$ cat config.mk
export PLATFORM = sky130hd
export DESIGN_NAME = pdm_stereo_decim
export DESIGN_NICKNAME = d
export VERILOG_FILES = /design/src/rtl/pdm_stereo_decim.sv
export SDC_FILE = /design/constraint.sdc
export NUM_CORES = 1
export LEC_CHECK = 0
export ABC_AREA = 1
export BUFFER_PORTS_ARGS = -buffer_cell sky130_fd_sc_hd__buf_2
export CORE_MARGIN = 2
export CORE_UTILIZATION = 40
export CTS_BUF_LIST = sky130_fd_sc_hd__clkbuf_4
export DETAILED_ROUTE_END_ITERATION = 8
export PLACE_DENSITY = 0.55
export SLEW_MARGIN = 10
export SYNTH_ARGS = -nofsm -noshare
export SYNTH_HDL_FRONTEND = slang
export SYNTH_SLANG_ARGS = --single-unit
$ cat constraint.sdc
create_clock -name clk -period 10.68 [get_ports clk]
set_input_delay 1.068 -clock clk [delete_from_list [all_inputs] [get_ports clk]]
set_output_delay 1.068 -clock clk [all_outputs]
set_load 0.05 [all_outputs]
$ cat src/rtl/pdm_stereo_decim.sv
module pdm_stereo_decim #(
  parameter int RATE_LOG2 = 6,
  parameter int STAGES    = 4,
  parameter int OUT_W     = 20,
  parameter int FILL      = 4
) (
  input  logic             clk,
  input  logic             rst_n,
  input  logic             en,
  input  logic             pdm_dat,
  output logic [OUT_W-1:0] left_pcm,
  output logic [OUT_W-1:0] right_pcm,
  output logic             pcm_valid
);
  localparam int ACC_W  = STAGES * RATE_LOG2 + 2;
  localparam int SHIFT  = ACC_W - OUT_W - 1;
  localparam int FILL_W = $clog2(FILL + 1);
  localparam logic signed [ACC_W-1:0] PMAX = ACC_W'((1 << (OUT_W - 1)) - 1);
  localparam logic signed [ACC_W-1:0] PMIN = -PMAX - 1;

  logic                   fall_bit;
  logic [1:0]             smp;
  logic [RATE_LOG2-1:0]   phase;
  logic [FILL_W-1:0]      fill_cnt;
  logic signed [ACC_W-1:0] integ [2][STAGES];
  logic signed [ACC_W-1:0] dly   [2][STAGES];
  logic signed [ACC_W-1:0] comb  [2][STAGES+1];
  logic signed [ACC_W-1:0] scl   [2];
  logic [OUT_W-1:0]        sat   [2];
  logic signed [ACC_W-1:0] xin   [2];

  wire dec_pt = en && (phase == {RATE_LOG2{1'b1}});

  always_ff @(negedge clk or negedge rst_n)
    if (!rst_n)  fall_bit <= 1'b0;
    else if (en) fall_bit <= pdm_dat;

  always_comb begin
    for (int c = 0; c < 2; c++) begin
      xin[c] = {{(ACC_W-1){~smp[c]}}, 1'b1};
      comb[c][0] = integ[c][STAGES-1];
      for (int s = 0; s < STAGES; s++) comb[c][s+1] = comb[c][s] - dly[c][s];
      scl[c] = comb[c][STAGES] >>> SHIFT;
      if (scl[c] > PMAX)      sat[c] = PMAX[OUT_W-1:0];
      else if (scl[c] < PMIN) sat[c] = PMIN[OUT_W-1:0];
      else                    sat[c] = scl[c][OUT_W-1:0];
    end
  end

  always_ff @(posedge clk or negedge rst_n) begin
    if (!rst_n) begin
      smp       <= '0;
      phase     <= '0;
      fill_cnt  <= '0;
      left_pcm  <= '0;
      right_pcm <= '0;
      pcm_valid <= 1'b0;
      for (int c = 0; c < 2; c++)
        for (int s = 0; s < STAGES; s++) begin
          integ[c][s] <= '0;
          dly[c][s]   <= '0;
        end
    end else begin
      pcm_valid <= 1'b0;
      if (en) begin
        smp   <= {fall_bit, pdm_dat};
        phase <= phase + 1'b1;
        for (int c = 0; c < 2; c++) begin
          integ[c][0] <= integ[c][0] + xin[c];
          for (int s = 1; s < STAGES; s++) integ[c][s] <= integ[c][s] + integ[c][s-1];
        end
      end
      if (dec_pt) begin
        for (int c = 0; c < 2; c++)
          for (int s = 0; s < STAGES; s++) dly[c][s] <= comb[c][s];
        if (fill_cnt != FILL_W'(FILL)) fill_cnt <= fill_cnt + 1'b1;
        else begin
          pcm_valid <= 1'b1;
          left_pcm  <= sat[0];
          right_pcm <= sat[1];
        end
      end
    end
  end

  assert_strobe_single_R2: assert property (@(posedge clk) disable iff (!rst_n)
    pcm_valid |=> !pcm_valid);
  assert_strobe_needs_fill_R3: assert property (@(posedge clk) disable iff (!rst_n)
    pcm_valid |-> fill_cnt == FILL_W'(FILL));
  assert_no_strobe_disabled_R9: assert property (@(posedge clk) disable iff (!rst_n)
    pcm_valid |-> $past(en));
  assert_hold_disabled_R9: assert property (@(posedge clk) disable iff (!rst_n)
    !en |=> ($stable(left_pcm) && $stable(right_pcm)));
  assert_words_move_on_strobe_R2: assert property (@(posedge clk) disable iff (!rst_n)
    !pcm_valid |-> ($stable(left_pcm) && $stable(right_pcm)));
endmodule

Yosys cells after proc, flatten, opt, wreduce, memory -nomap -nowiden
Cells that the tools add are included.
W data, S select, Z words.

storage, ports and cells
  bits in registers = 469
  latch bits = 0
  memory bits (writable) = 0
  bits in read-only memories = 0
  bits of input ports = 4
  output and inout port bits = 41
  memories kept = 0

cells by class
  add/subtract/negate cells = 18
  multiply operators = 0
  div/mod/pow operators = 0
  order comparisons = 4
  equality and inequality tests = 2
  shift operators = 0
  multiplexer cells = 6
  bitwise operators = 3
  reduce and logical (&&, ||, !) cells = 3

operators with widths
  operator                number
  $sub A26 B26 Y26        8
  $add A26 B26 Y26        6
  $mux W20                4
  $add A26 B2 Y26         2
  $gt A21 B20 Y1 const B  2
  $lt A21 B20 Y1 const B  2
  $add A6 B1 Y6 const B   1
  $eq A6 B6 Y1 const B    1
  $reduce_and A2 Y1       2
  $add A3 B1 Y3 const B   1
  $ne A3 B3 Y1 const B    1
  $not A1 Y1              3
  $mux W1                 2
  $logic_and A1 B1 Y1     1

Longest topological paths before layout
  depth in word-level cells = 7
  mapped depth = 45
  mapped depth without buffers = 44

==> impl_metrics.toml <==
[run_status]
status = "complete, no violations"

[cts]
cts_made_buffers = 144
clk_latency_ps = 990
clockRootBuffer = "clkbuf_4"
path_clk_slew_ps = 60
clk_path_buf_depth = 3
cts_resized = 0
postCtsSetupBuffers = 0
ctsHtreeMaxLevel = 4
cts_sinks = 469
cts_tree = "done"
cts_hold_buf = 1

[timing]
setup_violations = 0
whs_ps = 368
finalCritPeriodShare = 0.715
min_period_ps = 7640
slew_headroom = 0.250
hold_viol = 0
fmax_ghz = 0.131
fin_worst_skew_ps = 135
final_max_slew_viol_count = 0
tightest_slew_ps = 1130
fin_tns_setup_ps = 0
grt_setup_unrepaired = "no"

[critical_path]
critPathRequiredTime_ps = 11560
cp.buffers_inverters = 3
startpoint_type = "register"
cp_common_cell = "a21oi_1"
cpPeakStageDelay_ps = 530
crit_arrival_ps = 8520
crit_fanout = 19
crit_slowest_cell = "a2111oi_0"
path_class = "reg2reg"
critPathTopFamily = "compound AO/OA/AOI/OAI gates"
crit_path_end_kind = "register"

[logic_synthesis]
synth_cell_type_count = 54
async_reset_ff_frac = 1.00
netlist_area_mm2 = 0.0363
syn_area_per_cell_um2 = 7.61
yosys-top-cells-count = "nand2_1 (1063), inv_1 (579), o21ai_0 (516), dfrtp_1 (468), a21oi_1 (444)"
synth.net_count = 5184
ys_top_cells_by_area = "dfrtp_1 (32%), ha_1 (14%), nand2_1 (11%)"
synth_seq_cells = 469
synth.most_common_cell = "nand2_1"
synth_top_area_share = 0.323
synth_flop_cell = "dfrtp_1"
ys_warn_count = 0
ys_seq_area_frac = 0.323
synth_edf_count = 0
yosysTopAreaCell = "dfrtp_1"
synth_cells = 4767

[routing]
num_vias = 30400
routedWlPerCell_um = 13.4
wl_um = 82200
firstDrtPassIters = 5
drc = 0
via_per_inst = 4.95
drtIter0Drc = 1341
drtAntennaViolNets = 0

[place]
io_buffers = 44
gp_congestion = 0.847
dpl.hpwl_um = 61900

[die]
initial_core_util = 0.403
dieArea_mm2 = 0.0932
die_y_um = 305
dieWidth_um = 305
io_pins = 45
num_rows = 110
core-area_mm2 = 0.0900

[job]
drv_cap = 0

[grt]
track_usage = 0.179
grt_pass1_vias = 30200
overflow = 0
grt_pass1_wl_um = 141000
grt_max_degree = 217
antenna_found_initial = 3

[cells_and_area]
final_net_count = 5289
syn_to_final_growth_pct = 8.91
drive_gt1_frac = 0.0824

[worst_hold_path]
hold_path.class = "in2reg"
## stage by stage
stage | area (um2) | cells | setup slack, ps | utilization
after detailed placement | 37800 | 5901 | 2910 | 0.419
after global placement | 37800 | 5901 | 3090 | 0.419
final | 39500 | 6144 | 3040 | 0.439
after floorplan | 36300 | 4767 | 3090 | -
after global routing | 39500 | 6142 | 2140 | 0.439
after CTS | 39500 | 6137 | 2870 | 0.439
## tightest hold or removal path: cells and delay by family
kind	cells	cell delay (ps)
buf+inv	1	90
compound gates	1	80
simple gates	1	70
## layout by cell type, fill, tap and decap left out, types with 42 or more instances in the layout
master	netlist	layout
clkbuf_4	0	202
nor3_1	54	54
a21oi_1	444	444
nand2_1	1063	1063
xnor2_1	136	136
buf_2	1	42
ha_1	399	399
nor2_1	180	179
or2_2	54	54
o21ai_1	43	43
o21ai_0	516	516
a31oi_1	49	49
dfrtp_1	468	468
xor2_1	193	193
inv_1	579	578
nand3_1	165	164
## logic make-up (layout without fill, tap and decap cells)
kind of cell,Yosys count,after routing,share of synthesized area
and+or+nand+nor,1626,1626,0.190
AOI/OAI and AO/OA,1247,1247,0.190
buffers and inverters,683,877,0.0715
DFF,469,469,0.323
adders and majority gates,413,413,0.145
xor gates and xnor gates,329,329,0.0794
other,0,7,0
## final cells by class
cell class,instances,area (um2)
fill,9254,50500
tap,1176,1470
clock inverter,33,236
multi-input combinational,3615,22000
clock buffer,202,1520
antenna,7,17.5
timing repair buffer,58,365
inverter,584,2210
sequential,469,11700
## layer usage
layer  global-route usage  up-vias  share of wire
li1                     -    16400              -
met1                0.232    13500           0.49
met2                0.302      335           0.45
met3               0.0293      154          0.029
met4               0.0593        2          0.023
met5                    0        -        0.00016
## flip-flops by register name, indices dropped and copies added (netlist names)
| name | flops |
|---|---|
| dly | 208 |
| phase | 6 |
| smp | 2 |
| right_pcm | 20 |
| comb | 52 |
| fill_cnt | 3 |
| fall_bit | 1 |
| integ | 156 |
| pcm_valid | 1 |
| left_pcm | 20 |
## final timing paths
path	startpoint	end	slack, ps	depth (start not counted)
min reg2reg	fall_bit	fall_bit	440	2
max in group asynchronous	rst_n	fall_bit	4370	2
max	comb[234]	left_pcm[18]	3040	36
min in group asynchronous	rst_n	left_pcm[14]	550	2
max reg2reg	comb[234]	left_pcm[18]	3040	36
min	pdm_dat	smp[0]	370	3
Power is left out: the tool's default activity adds up to more than one toggle a clock period on the data nets, which glitch-free logic cannot reach.
